==> src/rtl/fwd_pkg.sv <==
`timescale 1ns/1ps
package fwd_pkg;

  typedef enum logic {
    DMA_SINGLE = 1'b0,
    DMA_BLOCK  = 1'b1
  } dma_mode_e;

  // Compatibility-mode receive levels
  function automatic int legacy_rx_lvl(input logic [1:0] code);
    case (code)
      2'd0:    return 8;
      2'd1:    return 16;
      2'd2:    return 24;
      default: return 28;
    endcase
  endfunction

  // Compatibility-mode transmit levels
  function automatic int legacy_tx_lvl(input logic [1:0] code);
    case (code)
      2'd0:    return 16;
      2'd1:    return 8;
      2'd2:    return 24;
      default: return 30;
    endcase
  endfunction

  // Per-byte level: 0 is reserved and maps to 1, values above depth clamp
  function automatic int ext_lvl(input int raw, input int depth);
    if (raw == 0)     return 1;
    if (raw > depth)  return depth;
    return raw;
  endfunction

endpackage

==> src/rtl/fwd_thresh.sv <==
`timescale 1ns/1ps
module fwd_thresh #(
  parameter int DEPTH = 128,
  parameter int CW    = 8,
  parameter int TRW   = 8
) (
  input  logic           fifo_en,
  input  logic [1:0]     tx_code,
  input  logic [1:0]     rx_code,
  input  logic [TRW-1:0] tx_trig,
  input  logic [TRW-1:0] rx_trig,
  input  logic [TRW-1:0] flow_hi,
  input  logic [TRW-1:0] flow_lo,
  output logic [CW-1:0]  tx_lvl,
  output logic [CW-1:0]  rx_lvl
);
  import fwd_pkg::*;

  localparam int NDIR = 2;  // index 0 transmit, 1 receive

  logic           ext_mode;
  logic [1:0]     code_a [NDIR];
  logic [TRW-1:0] raw_a  [NDIR];
  logic [CW-1:0]  lvl_a  [NDIR];

  assign ext_mode  = |{tx_trig, rx_trig, flow_hi, flow_lo};
  assign code_a[0] = tx_code;
  assign code_a[1] = rx_code;
  assign raw_a[0]  = tx_trig;
  assign raw_a[1]  = rx_trig;

  for (genvar d = 0; d < NDIR; d++) begin : g_dir
    always_comb begin : p_lvl
      int v;
      if (!fifo_en)
        v = 1;
      else if (ext_mode)
        v = ext_lvl(int'(raw_a[d]), DEPTH);
      else if (d == 0)
        v = legacy_tx_lvl(code_a[d]);
      else
        v = legacy_rx_lvl(code_a[d]);
      lvl_a[d] = CW'(v);
    end
  end

  assign tx_lvl = lvl_a[0];
  assign rx_lvl = lvl_a[1];

endmodule

==> src/rtl/fwd_rx_path.sv <==
`timescale 1ns/1ps
module fwd_rx_path #(
  parameter int CW = 8
) (
  input  logic          clk,
  input  logic          rst,
  input  logic [CW-1:0] rx_count,
  input  logic [CW-1:0] rx_lvl,
  input  logic          rx_timeout,
  input  logic          block_mode,
  output logic          rx_irq,
  output logic          rx_rdy_n
);
  logic above, empty;
  logic to_flag_q, to_flag_d;
  logic act_q, act_d;

  assign above     = (rx_count >= rx_lvl);
  assign empty     = (rx_count == '0);
  assign to_flag_d = rx_timeout | (to_flag_q & ~empty);

  always_comb begin
    if (above || rx_timeout)
      act_d = 1'b1;
    else if (empty)
      act_d = 1'b0;
    else
      act_d = act_q;
  end

  always_ff @(posedge clk) begin
    if (rst) begin
      to_flag_q <= 1'b0;
      act_q     <= 1'b0;
      rx_irq    <= 1'b0;
      rx_rdy_n  <= 1'b1;
    end else begin
      to_flag_q <= to_flag_d;
      act_q     <= act_d;
      rx_irq    <= above | to_flag_d;
      rx_rdy_n  <= block_mode ? ~act_d : empty;
    end
  end

endmodule

==> src/rtl/fwd_tx_path.sv <==
`timescale 1ns/1ps
module fwd_tx_path #(
  parameter int DEPTH = 128,
  parameter int CW    = 8
) (
  input  logic          clk,
  input  logic          rst,
  input  logic [CW-1:0] tx_count,
  input  logic [CW-1:0] tx_lvl,
  input  logic          isr_read,
  input  logic          block_mode,
  output logic          tx_irq,
  output logic          tx_rdy_n
);
  localparam logic [CW-1:0] FULL = CW'(DEPTH);

  logic below, below_q, set_ev;

  assign below  = (tx_count < tx_lvl);
  assign set_ev = below & ~below_q;

  always_ff @(posedge clk) begin
    if (rst) begin
      below_q  <= 1'b0;
      tx_irq   <= 1'b0;
      tx_rdy_n <= 1'b1;
    end else begin
      below_q <= below;
      if (set_ev)
        tx_irq <= 1'b1;
      else if (!below || isr_read)
        tx_irq <= 1'b0;
      tx_rdy_n <= block_mode ? (tx_count >= FULL) : (tx_count != '0);
    end
  end

endmodule

==> src/rtl/fifo_watermark_dma.sv <==
`timescale 1ns/1ps
module fifo_watermark_dma #(
  parameter int DEPTH = 128,
  parameter int CW    = 8,
  parameter int TRW   = 8
) (
  input  logic           clk,
  input  logic           rst,
  input  logic           fifo_en,
  input  logic           dma_mode,
  input  logic [1:0]     tx_code,
  input  logic [1:0]     rx_code,
  input  logic [TRW-1:0] tx_trig,
  input  logic [TRW-1:0] rx_trig,
  input  logic [TRW-1:0] flow_hi,
  input  logic [TRW-1:0] flow_lo,
  input  logic [CW-1:0]  tx_count,
  input  logic [CW-1:0]  rx_count,
  input  logic           rx_timeout,
  input  logic           isr_read,
  output logic           tx_irq,
  output logic           rx_irq,
  output logic           tx_rdy_n,
  output logic           rx_rdy_n,
  output logic [CW-1:0]  tx_level,
  output logic [CW-1:0]  rx_level
);
  import fwd_pkg::*;

  logic [CW-1:0] tx_lvl, rx_lvl;
  logic          block_mode;

  assign block_mode = fifo_en && (dma_mode_e'(dma_mode) == DMA_BLOCK);

  fwd_thresh #(.DEPTH(DEPTH), .CW(CW), .TRW(TRW)) u_thresh (
    .fifo_en (fifo_en),
    .tx_code (tx_code),
    .rx_code (rx_code),
    .tx_trig (tx_trig),
    .rx_trig (rx_trig),
    .flow_hi (flow_hi),
    .flow_lo (flow_lo),
    .tx_lvl  (tx_lvl),
    .rx_lvl  (rx_lvl)
  );

  fwd_rx_path #(.CW(CW)) u_rx (
    .clk        (clk),
    .rst        (rst),
    .rx_count   (rx_count),
    .rx_lvl     (rx_lvl),
    .rx_timeout (rx_timeout),
    .block_mode (block_mode),
    .rx_irq     (rx_irq),
    .rx_rdy_n   (rx_rdy_n)
  );

  fwd_tx_path #(.DEPTH(DEPTH), .CW(CW)) u_tx (
    .clk        (clk),
    .rst        (rst),
    .tx_count   (tx_count),
    .tx_lvl     (tx_lvl),
    .isr_read   (isr_read),
    .block_mode (block_mode),
    .tx_irq     (tx_irq),
    .tx_rdy_n   (tx_rdy_n)
  );

  always_ff @(posedge clk) begin
    if (rst) begin
      tx_level <= '0;
      rx_level <= '0;
    end else begin
      tx_level <= tx_count;
      rx_level <= rx_count;
    end
  end

endmodule

==> config.mk <==
export PLATFORM = sky130hd
export DESIGN_NAME = fifo_watermark_dma
export DESIGN_NICKNAME = d
export VERILOG_FILES = /design/src/rtl/fwd_pkg.sv /design/src/rtl/fwd_thresh.sv /design/src/rtl/fwd_rx_path.sv /design/src/rtl/fwd_tx_path.sv /design/src/rtl/fifo_watermark_dma.sv
export SDC_FILE = /design/constraint.sdc
export NUM_CORES = 1
export LEC_CHECK = 0
export ABC_AREA = 1
export BUFFER_PORTS_ARGS = -buffer_cell sky130_fd_sc_hd__clkbuf_2
export CORE_UTILIZATION = 47
export DETAILED_ROUTE_END_ITERATION = 8
export GPL_TIMING_DRIVEN = 0
export MAX_ROUTING_LAYER = met4
export PLACE_DENSITY = 0.88
export SYNTH_ARGS = -nofsm -noshare
export SYNTH_HDL_FRONTEND = slang
export SYNTH_HIERARCHICAL = 1
export SYNTH_SLANG_ARGS = --single-unit
==> constraint.sdc <==
create_clock -name clk -period 2.57 [get_ports clk]
set_input_delay 0.514 -clock clk [delete_from_list [all_inputs] [get_ports clk]]
set_output_delay 0.514 -clock clk [all_outputs]
set_load 0.1 [all_outputs]
==> results.yml, run 1 <==
clock_tree:
  cts.clk_slew.worst_paths_ps: 110
  clk_latency_ps: 300
  ctsResizeCount: 0
  cts_tree: "done"
  numCtsBuffers: 3
  clockBufferDepth: 2
  cts_root_buf: "clkbuf_4"
  htreeDepth: 1
  ctsHoldBuffers: 0
  cts_setup_buffers: 0
  cts.sinks: 23
sta:
  finalHoldViolCount: 0
  finClkSkew_ps: 0.5286
  relSlewSlack_pct: 64.16
  slew_viol_final: 0
  tns_ps: 0
  period_needed_ps: 2131
  period_share_pct: 82.93
  finalSetupViolCount: 0
  worstMarginPinSlew_ps: 539.9
  timing.fmax_mhz: 469.2
  rsz0062_at_grt: "no"
synthesis:
  yosysUniqueCellTypes: 27
  async_reset_ff_share_pct: 0
  synth_seq_area_share_pct: 27.32
  syn-cell-area_um2: 1685
  synth_fp_nets: 336
  synth_largest_area_cell: "dfxtp_1"
  ys_seq_elements: 23
  synth_edf_count: 0
  synthFlopType: "dfxtp_1"
  yosysWarnings: 6
  synthTopCellsByArea: "dfxtp_1, nor2_1, nand2_1, inv_1, ha_1"
  synthCells: 263
  avgSynthCellArea_um2: 6.408
  synth_top_area_share_pct: 27.32
place:
  io_buffers: 76
  dp_hpwl_um: 2910
  gp_congestion: 0.7831
  placed_area_um2: 2123
critical_path:
  reg2reg_from: "u_rx/act_q$_SDFF_PP0_"
  cp-endpoint: "u_rx/act_q$_SDFF_PP0_"
  cp_max_fo: 10
  critPathLaunch: "rx_trig[2]"
  required_ps: 2780
  arrival_ps: 2340
  r2r_slack_ps: 1770
  critPathLaunchType: "primary input"
  r2r_end: "u_rx/act_q$_SDFF_PP0_"
  crit_type: "primary input to flop"
  r2r_cells: 5
  end_kind: "flop"
drt:
  vias_per_cell: 4.324
  antenna_left: 0
  wl_um: 3235
  post_drt_wl_per_cell_um: 8.316
  drt-pass1-iter-count: 4
  first_iter_violations: 42
  drc: 0
  num_vias: 1682
final_layout:
  mostFrequentLayoutCells: "clkbuf_2, nor2_1, nand2_1"
  final_common_cell: "clkbuf_2"
  drive_gt1_share_pct: 31.20
  final_area_um2: 2150
  layout.nets: 417
  synthToLayoutAreaGrowth_pct: 27.54
  diodes: 0
floorplan:
  core_um2: 3390
  die_area_um2: 3829
  initial_core_util_pct: 49.72
  rows: 21
  fp.dieH_um: 61.88
  ios: 78
  die_x_um: 61.88
grt:
  grt_pass1_wl_um: 5175
  track_usage_pct: 18.31
  antenna_found_initial: 0
  first_global_vias: 1356
  overflow: 0
  grt_max_degree: 13
run:
  maxCapViolations: 0
hold_path:
  min_path_type: "primary input to flop"
  min_from: "tx_count[0]"
status:
  status: "finished clean"
power_and_ir_drop:
  p_per_area_nw_per_um2: 411.6
  p_leak_nw: 1.218
  power_uw: 884.7
  peakVddDrop_mv: 0.1559
## logic make-up after synthesis
logic type	share of synthesized area, %
AND/OR/NAND/NOR	39.05
buffers and inverters	15.14
flip-flops	27.32
AO/OA/AOI/OAI	7.350
adder cells (fa/ha/maj)	11.14
## where the power goes
group	internal, mW	leakage [nW]	total (mW)	switching [mW]
combinational	0.101	1.01	0.343	0.242
clock	0.0605	0.0150	0.158	0.0976
sequential	0.378	0.192	0.383	0.00521
total	0.540	1.22	0.885	0.345
## flip-flops by register name, indices dropped and copies added, names as in the netlist
| register | cells |
|---|---|
| u_rx/rx_irq | 1 |
| u_tx/below_q | 1 |
| u_rx/act_q | 1 |
| u_tx/tx_irq | 1 |
| u_tx/tx_rdy_n | 1 |
| u_rx/to_flag_q | 1 |
| u_rx/rx_rdy_n | 1 |
| rx_level | 8 |
| tx_level | 8 |
## final cells by class
type / count / area [um2]
Fill cell: 315 / 1240
Sequential cell: 23 / 460.4
Buffer: 5 / 52.55
Timing Repair Buffer: 76 / 380.4
Tap cell: 46 / 57.56
Inverter: 54 / 202.7
Multi-Input combinational cell: 181 / 969.7
Clock buffer: 4 / 26.28
## metal layers
layer  track usage [%]  routed length, um  up-vias
li1                  -                  -      939
met1             21.22               1419      682
met2             33.95               1633       57
met3             1.242                152        4
met4             4.762                 29        0
met5                 -                  0        -
## worst max-delay path, cell delays in order
cell and delay, ps:
clkbuf_2 90, nor2_1 190, nand2_4 80, nor2_4 140
nand2_4 80, nor2_4 90, buf_6 140, nor2_1 50
nor2_1 100, inv_1 50, ha_1 280, a21oi_1 150
nand2_1 70, nand2_1 100, nand3_1 80, and2_1 130
## worst min path at each step
stage                                           end  slack [ps]  cells past startpoint
after global routing         rx_level[0]$_SDFF_PP0_         410                      3
after detailed placement  u_rx/to_flag_q$_SDFF_PP0_         480                      2
after floorplan           u_rx/to_flag_q$_SDFF_PP0_         440                      2
final                        tx_level[0]$_SDFF_PP0_         420                      3
after CTS                    tx_level[0]$_SDFF_PP0_         420                      3
after global placement    u_rx/to_flag_q$_SDFF_PP0_         460                      2
## synthesized netlist by cell type (2+ instances only)
cell / n
nor2_1: 61
nand2_1: 58
ha_1: 15
nand2_2: 3
a21oi_1: 5
dfxtp_1: 23
inv_2: 2
nor3_1: 3
o21ai_0: 3
inv_1: 51
buf_6: 3
o21ai_1: 7
nor2_4: 5
nor2_2: 9
nand3_1: 2
nand2_4: 2
## per-stage QoR
stage	setup slack [ps]	utilization, %	hold WS, ps	std cells
detailed placement	87.16	62.64	476.0	385
global route	260.2	63.42	413.3	389
CTS	412.1	63.42	416.4	389
global placement	158.5	62.64	459.3	385
floorplan	385.7	-	443.6	263
finish	438.7	63.42	416.6	389
Note: power is estimated with default switching activity, not from simulation.
==> inputs of run 2 (changes only) <==
CORE_UTILIZATION = 42   (was 47)
PLACE_DENSITY = 0.84   (was 0.88)
clock period = 1.85 ns   (was 2.57 ns; I/O delays follow)
==> results.yml, run 2 (synthesized netlist as in run 1, its figures left out) <==
drt:
  first_iter_violations: 91
  post_drt_wl_per_cell_um: 9.152
  wl_um: 3624
  vias_per_cell: 4.419
  num_vias: 1750
  antenna_left: 0
  drt-pass1-iter-count: 4
  drc: 0
status:
  violations: "setup timing"
  status: "finished with violations"
critical_path:
  r2r_cells: 5
  cp_cell_sequence: "clkbuf_2 > clkbuf_1 > clkinv_1 > nor2_1 > inv_1 > ha_1 > a21oi_1 > o21a_1 > nand3_1 > and2_1"
  reg2reg_from: "u_rx/act_q$_SDFF_PP0_"
  crit_type: "primary input to flop"
  end_kind: "flop"
  r2r_end: "u_rx/rx_rdy_n$_SDFF_PP1_"
  cp_max_fo: 9
  r2r_slack_ps: 1060
  critPathLaunchType: "primary input"
  arrival_ps: 2050
  worst_path_max_delay_cell: "ha_1"
  cpPeakStageDelay_ps: 290
  required_ps: 2000
sta:
  timing.fmax_mhz: 526.6
  finClkSkew_ps: 1.330
  period_share_pct: 102.6
  worstMarginPinSlew_ps: 543.1
  holdWs_ps: 331.6
  period_needed_ps: 1899
  finalSetupViolCount: 2
  setup_ws_ps: -48.92
  rsz0062_at_grt: "yes"
  slew_viol_final: 0
  finalHoldViolCount: 0
  relSlewSlack_pct: 63.95
  tns_ps: -80.93
power_and_ir_drop:
  p_per_area_nw_per_um2: 572.3
  p_leak_nw: 1.263
  peakVddDrop_mv: 0.2245
place:
  dp_hpwl_um: 3030
  place_inst: 387
  gp_congestion: 0.8066
  place_ws_ps: -441.0
  io_buffers: 76
grt:
  track_usage_pct: 18.23
  antenna_found_initial: 0
  overflow: 0
  grt_pass1_wl_um: 6106
  grt_max_degree: 13
  first_global_vias: 1612
clock_tree:
  cts.sinks: 23
  numCtsBuffers: 3
  clockBufferDepth: 2
  htreeDepth: 1
  cts_tree: "done"
  cts.clk_slew.worst_paths_ps: 70
  cts_root_buf: "clkbuf_8"
  clk_latency_ps: 250
  ctsHoldBuffers: 0
floorplan:
  fp.dieH_um: 65.35
  initial_core_util_pct: 45.02
  die_area_um2: 4270
  rows: 22
  ios: 78
  die_x_um: 65.35
  core_um2: 3744
run:
  maxCapViolations: 0
final_layout:
  layout.nets: 422
  mostFrequentLayoutCells: "clkbuf_2, nand2_1, nor2_1"
  synthToLayoutAreaGrowth_pct: 38.38
  drive_gt1_share_pct: 37.64
  final_common_cell: "clkbuf_2"
  diodes: 0
  fillers: 371
  reg.largest.list: "rx_level (8), tx_level (8)"
  layout.cells.non_filler: 396
hold_path:
  min_path_type: "primary input to flop"
  min_from: "rx_count[0]"
  hold_depth: 3
  hold_path_end: "rx_level[0]$_SDFF_PP0_"
[run 2: cell types whose count changed in the layout (fill, tap and decap cells not counted), moves of 3 or more]
cell | before | now
nor2_1 | 61 | 53
nor2_4 | 5 | 11
buf_4 | 0 | 5
nand2_1 | 58 | 53
nand2_2 | 3 | 8
clkbuf_4 | 3 | 0
clkbuf_8 | 0 | 3
ha_1 | 15 | 12
ha_4 | 0 | 3
[run 2: report_power, final]
part           switching [mW]  total, mW  leakage, nW  internal (mW)
clock                   0.138      0.291       0.0228          0.153
combinational           0.355      0.511         1.05          0.157
sequential            0.00743      0.533        0.192          0.525
[run 2: how the worst max path moves through the flow]
stage                                       end       start  slack, ps
after floorplan           u_rx/act_q$_SDFF_PP0_  rx_trig[7]       -180
after global placement    u_rx/act_q$_SDFF_PP0_  tx_trig[2]       -390
after detailed placement  u_rx/act_q$_SDFF_PP0_  rx_trig[0]       -440
after global routing      u_rx/act_q$_SDFF_PP0_  flow_hi[5]       -240
after CTS                 u_rx/act_q$_SDFF_PP0_  tx_trig[4]        -50
final                     u_rx/act_q$_SDFF_PP0_     fifo_en        -50
[run 2: metal layers]
layer | vias to the layer above | routed length, um | share of wire, % | GRT usage [%]
li1 | 948 | - | - | -
met1 | 730 | 1516 | 42 | 20.08
met2 | 68 | 1853 | 51 | 34.66
met3 | 4 | 215 | 5.9 | 0.6944
met4 | 0 | 39 | 1.1 | 6.250
met5 | - | 0 | 0 | -
[run 2: per-stage QoR]
| stage | total power [mW] | area [um2] | utilization [%] |
|---|---|---|---|
| 2_1_floorplan | 0.8949 | 1697 | - |
| 3_3_place_gp | 1.016 | 2137 | 57.09 |
| 5_1_grt | 1.403 | 2332 | 62.30 |
| 3_5_place_dp | 1.027 | 2137 | 57.09 |
| 4_1_cts | 1.326 | 2231 | 59.59 |
| 6_report | 1.335 | 2332 | 62.30 |
[run 2: final cells by class]
class / count / area [um2] / share of cell area, %
multi-input cells: 181 / 1077 / 46.19
clock buffers: 4 / 45.04 / 1.931
well taps: 48 / 60.06 / 2.575
plain buffers: 5 / 56.30 / 2.414
repair buffers: 81 / 430.4 / 18.45
flip-flops and latches: 23 / 460.4 / 19.74
inverters: 54 / 202.7 / 8.691
[run 2: critical path: cells and delay by family]
| family | cells | cell delay, ps |
|---|---|---|
| AND/OR/NAND/NOR | 3 | 360 |
| adder cells (fa/ha/maj) | 1 | 290 |
| AO/OA/AOI/OAI | 2 | 310 |
| buffers and inverters | 4 | 710 |
[run 2: what timing repair did]
item | in CTS | in global routing
resized for setup | 9 | 16
setup endpoints to repair | 3 | 5
buffers inserted | 1 | 4
gates cloned | 0 | 0
pin swaps | 11 | 13
==> inputs of run 3 (changes only) <==
CORE_UTILIZATION = 40   (was 42)
REMOVE_ABC_BUFFERS = 1   (was default)
SETUP_SLACK_MARGIN = 0.2   (was default)
SYNTH_HIERARCHICAL = default   (was 1)
==> results.yml, run 3 <==
clock_tree:
  htreeDepth: 1
  cts.clk_slew.worst_paths_ps: 120
  clk_latency_ps: 300
  cts.sinks: 23
  cts_tree: "done"
  numCtsBuffers: 3
  cts_root_buf: "clkbuf_4"
  clockBufferDepth: 2
synthesis:
  async_reset_ff_share_pct: 0
  synth_top_area_share_pct: 31.94
  synthTopCellsByArea: "dfxtp_1, ha_1, nand2_1, nor2_1, inv_1"
  ys_top_cells_by_count: "nand2_1, nor2_1, inv_1"
  synth_largest_area_cell: "dfxtp_1"
  synthFlopType: "dfxtp_1"
  synth_seq_area_share_pct: 31.94
  syn-cell-area_um2: 1441
  yosysUniqueCellTypes: 23
  avgSynthCellArea_um2: 6.673
  synthCells: 216
  ys_seq_elements: 23
  synth_edf_count: 0
  yosysWarnings: 0
hold_path:
  min_path_type: "primary input to flop"
sta:
  worstMarginPinSlew_ps: 543.6
  period_share_pct: 112.6
  period_needed_ps: 2083
  rsz0062_at_grt: "yes"
  tns_ps: -613.1
  holdWs_ps: 278.1
  relSlewSlack_pct: 63.91
  finClkSkew_ps: 1.811
  finalHoldViolCount: 0
  setup_ws_ps: -233.3
  finalSetupViolCount: 3
  timing.fmax_mhz: 480.0
  slew_viol_final: 0
floorplan:
  die_x_um: 62.03
  fp.dieH_um: 62.03
  die_area_um2: 3848
  core_um2: 3390
  initial_core_util_pct: 42.52
  rows: 21
  ios: 78
final_layout:
  reg.largest.list: "rx_level (8), tx_level (8)"
  final_common_cell: "clkbuf_2"
  diodes: 0
  drive_gt1_share_pct: 41.14
  mostFrequentLayoutCells: "clkbuf_2, inv_1, nand2_1"
  fin_util_pct: 62.53
  synthToLayoutAreaGrowth_pct: 47.05
  layout.nets: 373
grt:
  grt_max_degree: 22
  overflow: 0
  track_usage_pct: 18.85
  grt_pass1_wl_um: 5306
  antenna_found_initial: 0
  grt_busiest_layer: "met2"
  first_global_vias: 1315
  use_met3_pct: 1.449
  grt.met2_usage_pct: 31.46
  grtUsageMet1_pct: 23.53
drt:
  first_iter_violations: 35
  wl_um: 3565
  post_drt_wl_per_cell_um: 10.33
  num_vias: 1606
  drt-pass1-iter-count: 4
  antenna_left: 0
  drc: 0
  vias_per_cell: 4.655
critical_path:
  critPathLaunchType: "primary input"
  end_kind: "flop"
  critPathTopFamily: "simple AND/OR/NAND/NOR gates"
  crit_type: "primary input to flop"
  crit_buf_inv: 2
  cp_max_fo: 6
  arrival_ps: 2340
  worst_path_max_delay_cell: "ha_1"
  cpPeakStageDelay_ps: 300
  crit_top_cell: "nand2_1"
  cp_cell_sequence: "buf_6 > nor2_2 > nand2_1 > nor2_4 > nand2_2 > nor2_8 > clkinv_4 > a21oi_2 > o31ai_2 > ha_1 > a21oi_2 > o21ai_1 > nand2_1 > o2111ai_2 > a211oi_2 > nand2_1 > nand2_1"
  required_ps: 2100
status:
  status: "finished with violations"
  violations: "setup timing"
place:
  dp_hpwl_um: 2774
  io_buffers: 77
  gp_congestion: 0.8685
power_and_ir_drop:
  peakVddDrop_mv: 0.2389
  p_leak_nw: 1.166
  power_mw: 1.243
  p_per_area_nw_per_um2: 586.3
run:
  maxCapViolations: 0
## run 3: area by class of cell
type / count / area [um2]
Clock buffer: 4 / 26.28
Timing Repair Buffer: 83 / 499.2
Tap cell: 46 / 57.56
Inverter: 39 / 151.4
Sequential cell: 23 / 460.4
Multi-Input combinational cell: 150 / 924.6
Fill cell: 322 / 1270
## run 3: repair_timing
action / CTS / global route
hold buffers: 0 / 0
setup endpoints to repair: 5 / 5
buffers inserted: 5 / 1
endpoints found under the hold margin: 0 / 0
resized for setup: 16 / 38
pin swaps: 9 / 14
## run 3: path summary, 6_finish.rpt
kind	from	end	slack (ps)	cells past startpoint
setup / recovery	rx_trig[6]	u_rx.rx_rdy_n$_SDFF_PP1_	-230	17
hold / removal	tx_count[3]	tx_level[3]$_SDFF_PP0_	280	3
setup reg to reg	u_rx.act_q$_SDFF_PP0_	u_rx.rx_rdy_n$_SDFF_PP1_	1100	3
hold reg to reg	u_rx.act_q$_SDFF_PP0_	u_rx.act_q$_SDFF_PP0_	510	2
## run 3: tightest hold or removal path, cell delays in order
cell and delay [ps]:
clkbuf_2 100, inv_1 50, nor2_1 30
## run 3: per-layer routing
metal  part of all wire, %  wire (um)
met1                    43       1522
met2                    50       1777
met3                   5.1        183
met4                   2.3         81
met5                     0          0
## run 3: cell families (layout without fill, tap and decap cells)
kind of cell    after synthesis  in the layout  synth area share [%]
compound gates               27             27                 10.85
fa+ha+maj                    15             15                 13.02
buf+inv                      43            126                 11.72
flops                        23             23                 31.94
simple gates                108            108                 32.47
## run 3: metrics by stage
stage	instance area [um2]	cells	worst slack (ps)
6_report	2120	345	-233.3
2_1_floorplan	1419	212	-314.2
3_5_place_dp	1862	335	-742.9
5_1_grt	2120	345	-378.9
3_3_place_gp	1862	335	-688.7
4_1_cts	1984	344	-267.9
## run 3: power by group
group	switching, mW	internal, mW
Combinational	0.337	0.149
Sequential	0.00747	0.525
Clock	0.140	0.0840
